## config.mk

```make
export PLATFORM = sky130hd
export DESIGN_NAME = pulse_width_timer
export DESIGN_NICKNAME = d
export VERILOG_FILES = /design/src/rtl/pwt_pkg.sv /design/src/rtl/pwt_filter.sv /design/src/rtl/pwt_counter.sv /design/src/rtl/pwt_capture.sv /design/src/rtl/pulse_width_timer.sv
export SDC_FILE = /design/constraint.sdc
export NUM_CORES = 1
export LEC_CHECK = 0
export CORE_MARGIN = 2
export CORE_UTILIZATION = 45
export DETAILED_ROUTE_END_ITERATION = 10
export GPL_ROUTABILITY_DRIVEN = 0
export GPL_TIMING_DRIVEN = 0
export PLACE_DENSITY = 0.79
export SLEW_MARGIN = 20
export SYNTH_ARGS = -nofsm -noshare
export SYNTH_HDL_FRONTEND = slang
export SYNTH_SLANG_ARGS = --single-unit
export TNS_END_PERCENT = 30
```

## constraint.sdc

```tcl
create_clock -name clk -period 1.4 [get_ports clk]
set_input_delay 0.14 -clock clk [delete_from_list [all_inputs] [get_ports clk]]
set_output_delay 0.14 -clock clk [all_outputs]
set_load 0.005 [all_outputs]
```

## src/rtl/pwt_pkg.sv

```systemverilog
package pwt_pkg;

   typedef enum logic [1:0] {
      MODE_FALL = 2'b00,
      MODE_RISE = 2'b01,
      MODE_OFF  = 2'b10,
      MODE_BOTH = 2'b11
   } edge_mode_e;

   typedef struct packed {
      logic rise;
      logic fall;
   } edge_ev_t;

   typedef struct packed {
      logic to_a;
      logic to_b;
   } load_t;

   function automatic load_t route_edge(edge_mode_e mode, edge_ev_t ev);
      load_t r;
      r = '0;
      unique case (mode)
         MODE_RISE: begin
            r.to_a = ev.rise;
            r.to_b = ev.fall;
         end
         MODE_FALL: begin
            r.to_a = ev.fall;
            r.to_b = ev.rise;
         end
         MODE_BOTH: begin
            r.to_a = ev.rise | ev.fall;
            r.to_b = 1'b0;
         end
         MODE_OFF: begin
            r.to_a = 1'b0;
            r.to_b = 1'b0;
         end
      endcase
      return r;
   endfunction

endpackage

```

## src/rtl/pwt_filter.sv

```systemverilog
module pwt_filter #(
   parameter int unsigned STAGES = 2
) (
   input  logic               clk,
   input  logic               rst,
   input  logic               tick,
   input  logic               pin,
   output logic               level,
   output pwt_pkg::edge_ev_t  ev
);
   localparam int unsigned HIST = (STAGES > 1) ? STAGES - 1 : 1;

   logic agree;

   generate
      if (STAGES == 1) begin : g_direct
         assign agree = 1'b1;
      end else begin : g_hist
         logic [HIST-1:0] hist;
         always_ff @(posedge clk) begin
            if (rst)
               hist <= {HIST{pin}};
            else if (tick)
               hist <= (hist << 1) | HIST'(pin);
         end
         assign agree = (hist == {HIST{pin}});
      end
   endgenerate

   logic accept;
   assign accept = tick && agree && (pin != level);

   always_ff @(posedge clk) begin
      if (rst)
         level <= pin;
      else if (accept)
         level <= pin;
   end

   assign ev.rise = accept &  pin;
   assign ev.fall = accept & ~pin;

endmodule

```

## src/rtl/pwt_counter.sv

```systemverilog
module pwt_counter #(
   parameter int unsigned CNT_W = 16
) (
   input  logic             clk,
   input  logic             rst,
   input  logic             tick,
   input  logic             ovf_clr,
   output logic [CNT_W-1:0] count,
   output logic             ovf
);
   localparam logic [CNT_W-1:0] TOP = '1;

   logic wrap;
   assign wrap = tick && (count == TOP);

   always_ff @(posedge clk) begin
      if (rst) begin
         count <= '0;
         ovf   <= 1'b0;
      end else begin
         if (tick)
            count <= count + CNT_W'(1);
         if (wrap)
            ovf <= 1'b1;
         else if (ovf_clr)
            ovf <= 1'b0;
      end
   end

endmodule

```

## src/rtl/pwt_capture.sv

```systemverilog
module pwt_capture #(
   parameter int unsigned CNT_W = 16
) (
   input  logic                clk,
   input  logic                rst,
   input  pwt_pkg::edge_mode_e mode,
   input  pwt_pkg::edge_ev_t   ev,
   input  logic [CNT_W-1:0]    count,
   output logic [CNT_W-1:0]    cap_a,
   output logic [CNT_W-1:0]    cap_b,
   output logic                irq
);
   pwt_pkg::load_t ld;
   assign ld = pwt_pkg::route_edge(mode, ev);

   always_ff @(posedge clk) begin
      if (rst) begin
         cap_a <= '0;
         cap_b <= '0;
         irq   <= 1'b0;
      end else begin
         if (ld.to_a)
            cap_a <= count;
         if (ld.to_b)
            cap_b <= count;
         irq <= ld.to_a;
      end
   end

endmodule

```

## src/rtl/pulse_width_timer.sv

```systemverilog
module pulse_width_timer #(
   parameter int unsigned CNT_W      = 16,
   parameter int unsigned FILTER_LEN = 2
) (
   input  logic             clk,
   input  logic             rst,
   input  logic             tick,
   input  logic             pin_in,
   input  logic [1:0]       edge_mode,
   input  logic             ovf_clr,
   output logic [CNT_W-1:0] cap_a,
   output logic [CNT_W-1:0] cap_b,
   output logic             irq,
   output logic             ovf
);
   generate
      if (CNT_W < 2 || CNT_W > 32) begin : g_bad_width
         $error("pulse_width_timer: CNT_W must lie in 2..32");
      end
      if (FILTER_LEN < 1 || FILTER_LEN > 8) begin : g_bad_filter
         $error("pulse_width_timer: FILTER_LEN must lie in 1..8");
      end
   endgenerate

   pwt_pkg::edge_mode_e mode_e;
   pwt_pkg::edge_ev_t   ev;
   logic [CNT_W-1:0]    count_q;
   logic                level_q;

   assign mode_e = pwt_pkg::edge_mode_e'(edge_mode);

   pwt_filter #(.STAGES(FILTER_LEN)) u_filt (
      .clk   (clk),
      .rst   (rst),
      .tick  (tick),
      .pin   (pin_in),
      .level (level_q),
      .ev    (ev)
   );

   pwt_counter #(.CNT_W(CNT_W)) u_cnt (
      .clk     (clk),
      .rst     (rst),
      .tick    (tick),
      .ovf_clr (ovf_clr),
      .count   (count_q),
      .ovf     (ovf)
   );

   pwt_capture #(.CNT_W(CNT_W)) u_cap (
      .clk   (clk),
      .rst   (rst),
      .mode  (mode_e),
      .ev    (ev),
      .count (count_q),
      .cap_a (cap_a),
      .cap_b (cap_b),
      .irq   (irq)
   );

endmodule

```

==> run summary <==
Crit path DAT: 1.76 ns
Highest Clock Rate: 641.6 MHz
Worst slew pin tran: 0.4953 ns
Core box area: 0.004384 mm2
Async SR Flop Fraction: 0%
Die X: 71.69 um
CTS Hold Buffers Added: 0
Number of synthesized flops with an enable pin: 2
CTS Buffer Depth: 2
Placed inst area: 0.002560 mm2
Top Ports: 41
RSZ-0062 raised after global routing: true
Synth Register Bits: 52
Largest net degree at the start of global routing: 15
WL met1: 2066 um
Design Area, Final: 0.002800 mm2
First-pass GRT wire length: 7072 um
DRC: 0
Area growth syn-to-layout: 35.80%
Worst hold slack: 0.4717 ns
Hold WC Path Type: primary input to flip-flop
Worst-path clk slew: 0.09 ns
Synth unique cells: 39
H-Tree Depth: 2
Register Area: 0.001075 mm2
Worst Path Max Fanout: 5
Number of clock sinks: 52
Met3 Wirelength: 287 um
Antenna fix cells: 0
Final antenna-violating net count: 0
Fin nets: 267
Syn nets: 214
Area of the multi-input gates: 983.4 um2
Setup TNS: -2.761 ns
Routed WL per cell: 14.16 um
Register area share after synthesis: 51.46%
Top sig layer: met4
Fillers: 372
Max cap viols: 0
Setup violators final: 33
Setup crit end kind: flip-flop
Status: finished with violations
Number of iterations in the first detailed-routing pass: 4
Final slew viol count: 0
Fin. Hold Viols: 0
Root Buffer Master: clkbuf_8
Final wirelength: 4417 um
Startpoint types: flip-flop
Initial antenna violation count: 0
Vias in the first global route: 1426
Post-DP HPWL: 2886 um
Final WS setup: -0.1587 ns
CTS tree: built
Cells after Synth: 206
Synth warn: 0
Synthesized area: 0.002062 mm2
Share of layout cells above drive strength 1: 16.15%
Initial Utilization: 47.03%
Crit Path Category: flip-flop to flip-flop
Relative slew slack: 66.98%
Failing checks: negative setup slack
Die Ht: 71.69 um
Die footprint: 0.005139 mm2
VDD IR max: 566.8 uV
Port bufs: 40
Row count: 24
Power, Total: 2.539 mW
CTS Buf Count: 5
Total congestion overflow: 0
Routed wl met2: 2011 um
Via count: 1606
Final Cycle Share: 111.3%
Clock Latency Late Sink: 0.30 ns
Tot GR Track Use: 17.98%
Tmin final: 1.559 ns
Starting DRC count in detailed routing: 79
Dominant synthesized flop cell: dfxtp_1
Lkg Pwr: 1.107 nW
Worst Path Required: 1.61 ns
Via-per-instance ratio: 5.147
Synthesized area per cell: 10.01 um2
Pwr dens: 906.5 mW/mm2
Final Skew: 0.005132 ns
## stage by stage
| step | instances | worst slack (ns) | util (%) |
|---|---|---|---|
| after floorplan | 206 | -0.02258 | - |
| after global placement | 298 | -0.6027 | 58.39 |
| after detailed placement | 298 | -0.6095 | 58.39 |
| after CTS | 311 | -0.1319 | 63.01 |
| after global routing | 312 | -0.2299 | 63.87 |
| final | 312 | -0.1587 | 63.87 |
## worst max-delay path: stages (launching register included)
cell and delay (ns):
edfxtp_1 0.42, and3b_1 0.22, a32o_2 0.28, buf_8 0.14
buf_16 0.14, buf_4 0.12, and2_4 0.14
## cell usage in the layout, fill, tap and decap left out, drive strengths merged, types with 2 or more instances in the layout
| master | netlist | layout |
|---|---|---|
| clkbuf | 6 | 13 |
| and3b | 2 | 2 |
| and4 | 2 | 2 |
| a21oi | 3 | 3 |
| xnor2 | 5 | 5 |
| or3 | 2 | 2 |
| clkdlybuf4s50 | 0 | 39 |
| mux2i | 32 | 32 |
| nand4 | 5 | 5 |
| dfxtp | 50 | 50 |
| nor2 | 44 | 44 |
| nor4 | 2 | 2 |
| nor3b | 3 | 3 |
| nor3 | 3 | 3 |
| nand2 | 10 | 10 |
| buf | 6 | 13 |
| xor2 | 7 | 7 |
| edfxtp | 2 | 2 |
| and3 | 3 | 3 |
| o21ai | 5 | 5 |
| nand3 | 4 | 4 |
## flip-flops by register name (all words and copies together) (netlist names)
register / count
u_cap.cap_a: 16
u_cnt.count: 16
u_cap.cap_b: 16
u_filt.g_hist.hist: 1
u_filt.level: 1
u_cap.irq: 1
u_cnt.ovf: 1
## cells by family (layout without fill, tap and decap cells)
logic type / after synthesis / count (layout) / share of synthesized area [%]
AO/OA/AOI/OAI: 12 / 12 / 3.641
XOR/XNOR: 12 / 12 / 5.097
adder cells (fa/ha/maj): 1 / 1 / 0.6067
buffers and inverters: 13 / 67 / 3.397
flip-flops: 52 / 52 / 51.46
multiplexers: 32 / 32 / 15.53
AND/OR/NAND/NOR: 84 / 84 / 20.27
## layout make-up
class	instances	area share, %
sequential	52	38.38
multi-input combinational	141	35.12
timing repair buffer	46	17.16
buffer	12	3.664
clock buffer	8	3.217
tap	52	2.323
inverter	1	0.1340
## final timing paths
path              slack (ns)               start         endpoint  cells after the start
setup reg to reg       -0.16  u_filt.g_hist.hist        u_cap.irq                      6
hold / removal          0.47                tick   u_cnt.count[0]                      4
hold reg to reg         0.47     u_cap.cap_b[15]  u_cap.cap_b[15]                      2
setup / recovery       -0.16  u_filt.g_hist.hist        u_cap.irq                      6
## what timing repair did
action | in CTS | in global routing
setup buffers | 4 | 1
cloned | 1 | 0
resized for setup | 15 | 11
pin swaps | 4 | 5
endpoints found under the setup margin | 37 | 41
## cells in the mapped netlist (all sizes together) (2+ instances only)
cell	instances	area share, %
xnor2	5	2.1
buf	6	2.1
and4	2	0.97
nor2	44	8.0
xor2	7	3.0
nor3	3	0.73
and3	3	1.2
nand3	4	0.97
nor4	2	0.61
mux2i	32	16
nand4	5	1.8
clkbuf	6	1.2
or3	2	0.61
nand2	10	1.9
o21ai	5	1.2
nor3b	3	1.1
a21oi	3	0.73
edfxtp	2	2.9
and3b	2	0.85
dfxtp	50	49
## per-layer routing
metal / up-vias / GRT usage (%)
li1: 809 / -
met2: 42 / 27.16
met4: 0 / 5.031
met3: 7 / 5.767
met5: - / 0
met1: 748 / 24.80
## where the power goes
| group | total [mW] | internal [mW] | switching (mW) |
|---|---|---|---|
| combinational | 0.159 | 0.0821 | 0.0773 |
| clock | 0.861 | 0.404 | 0.457 |
| sequential | 1.52 | 1.50 | 0.0178 |
Power figures use the tool's default switching activity.
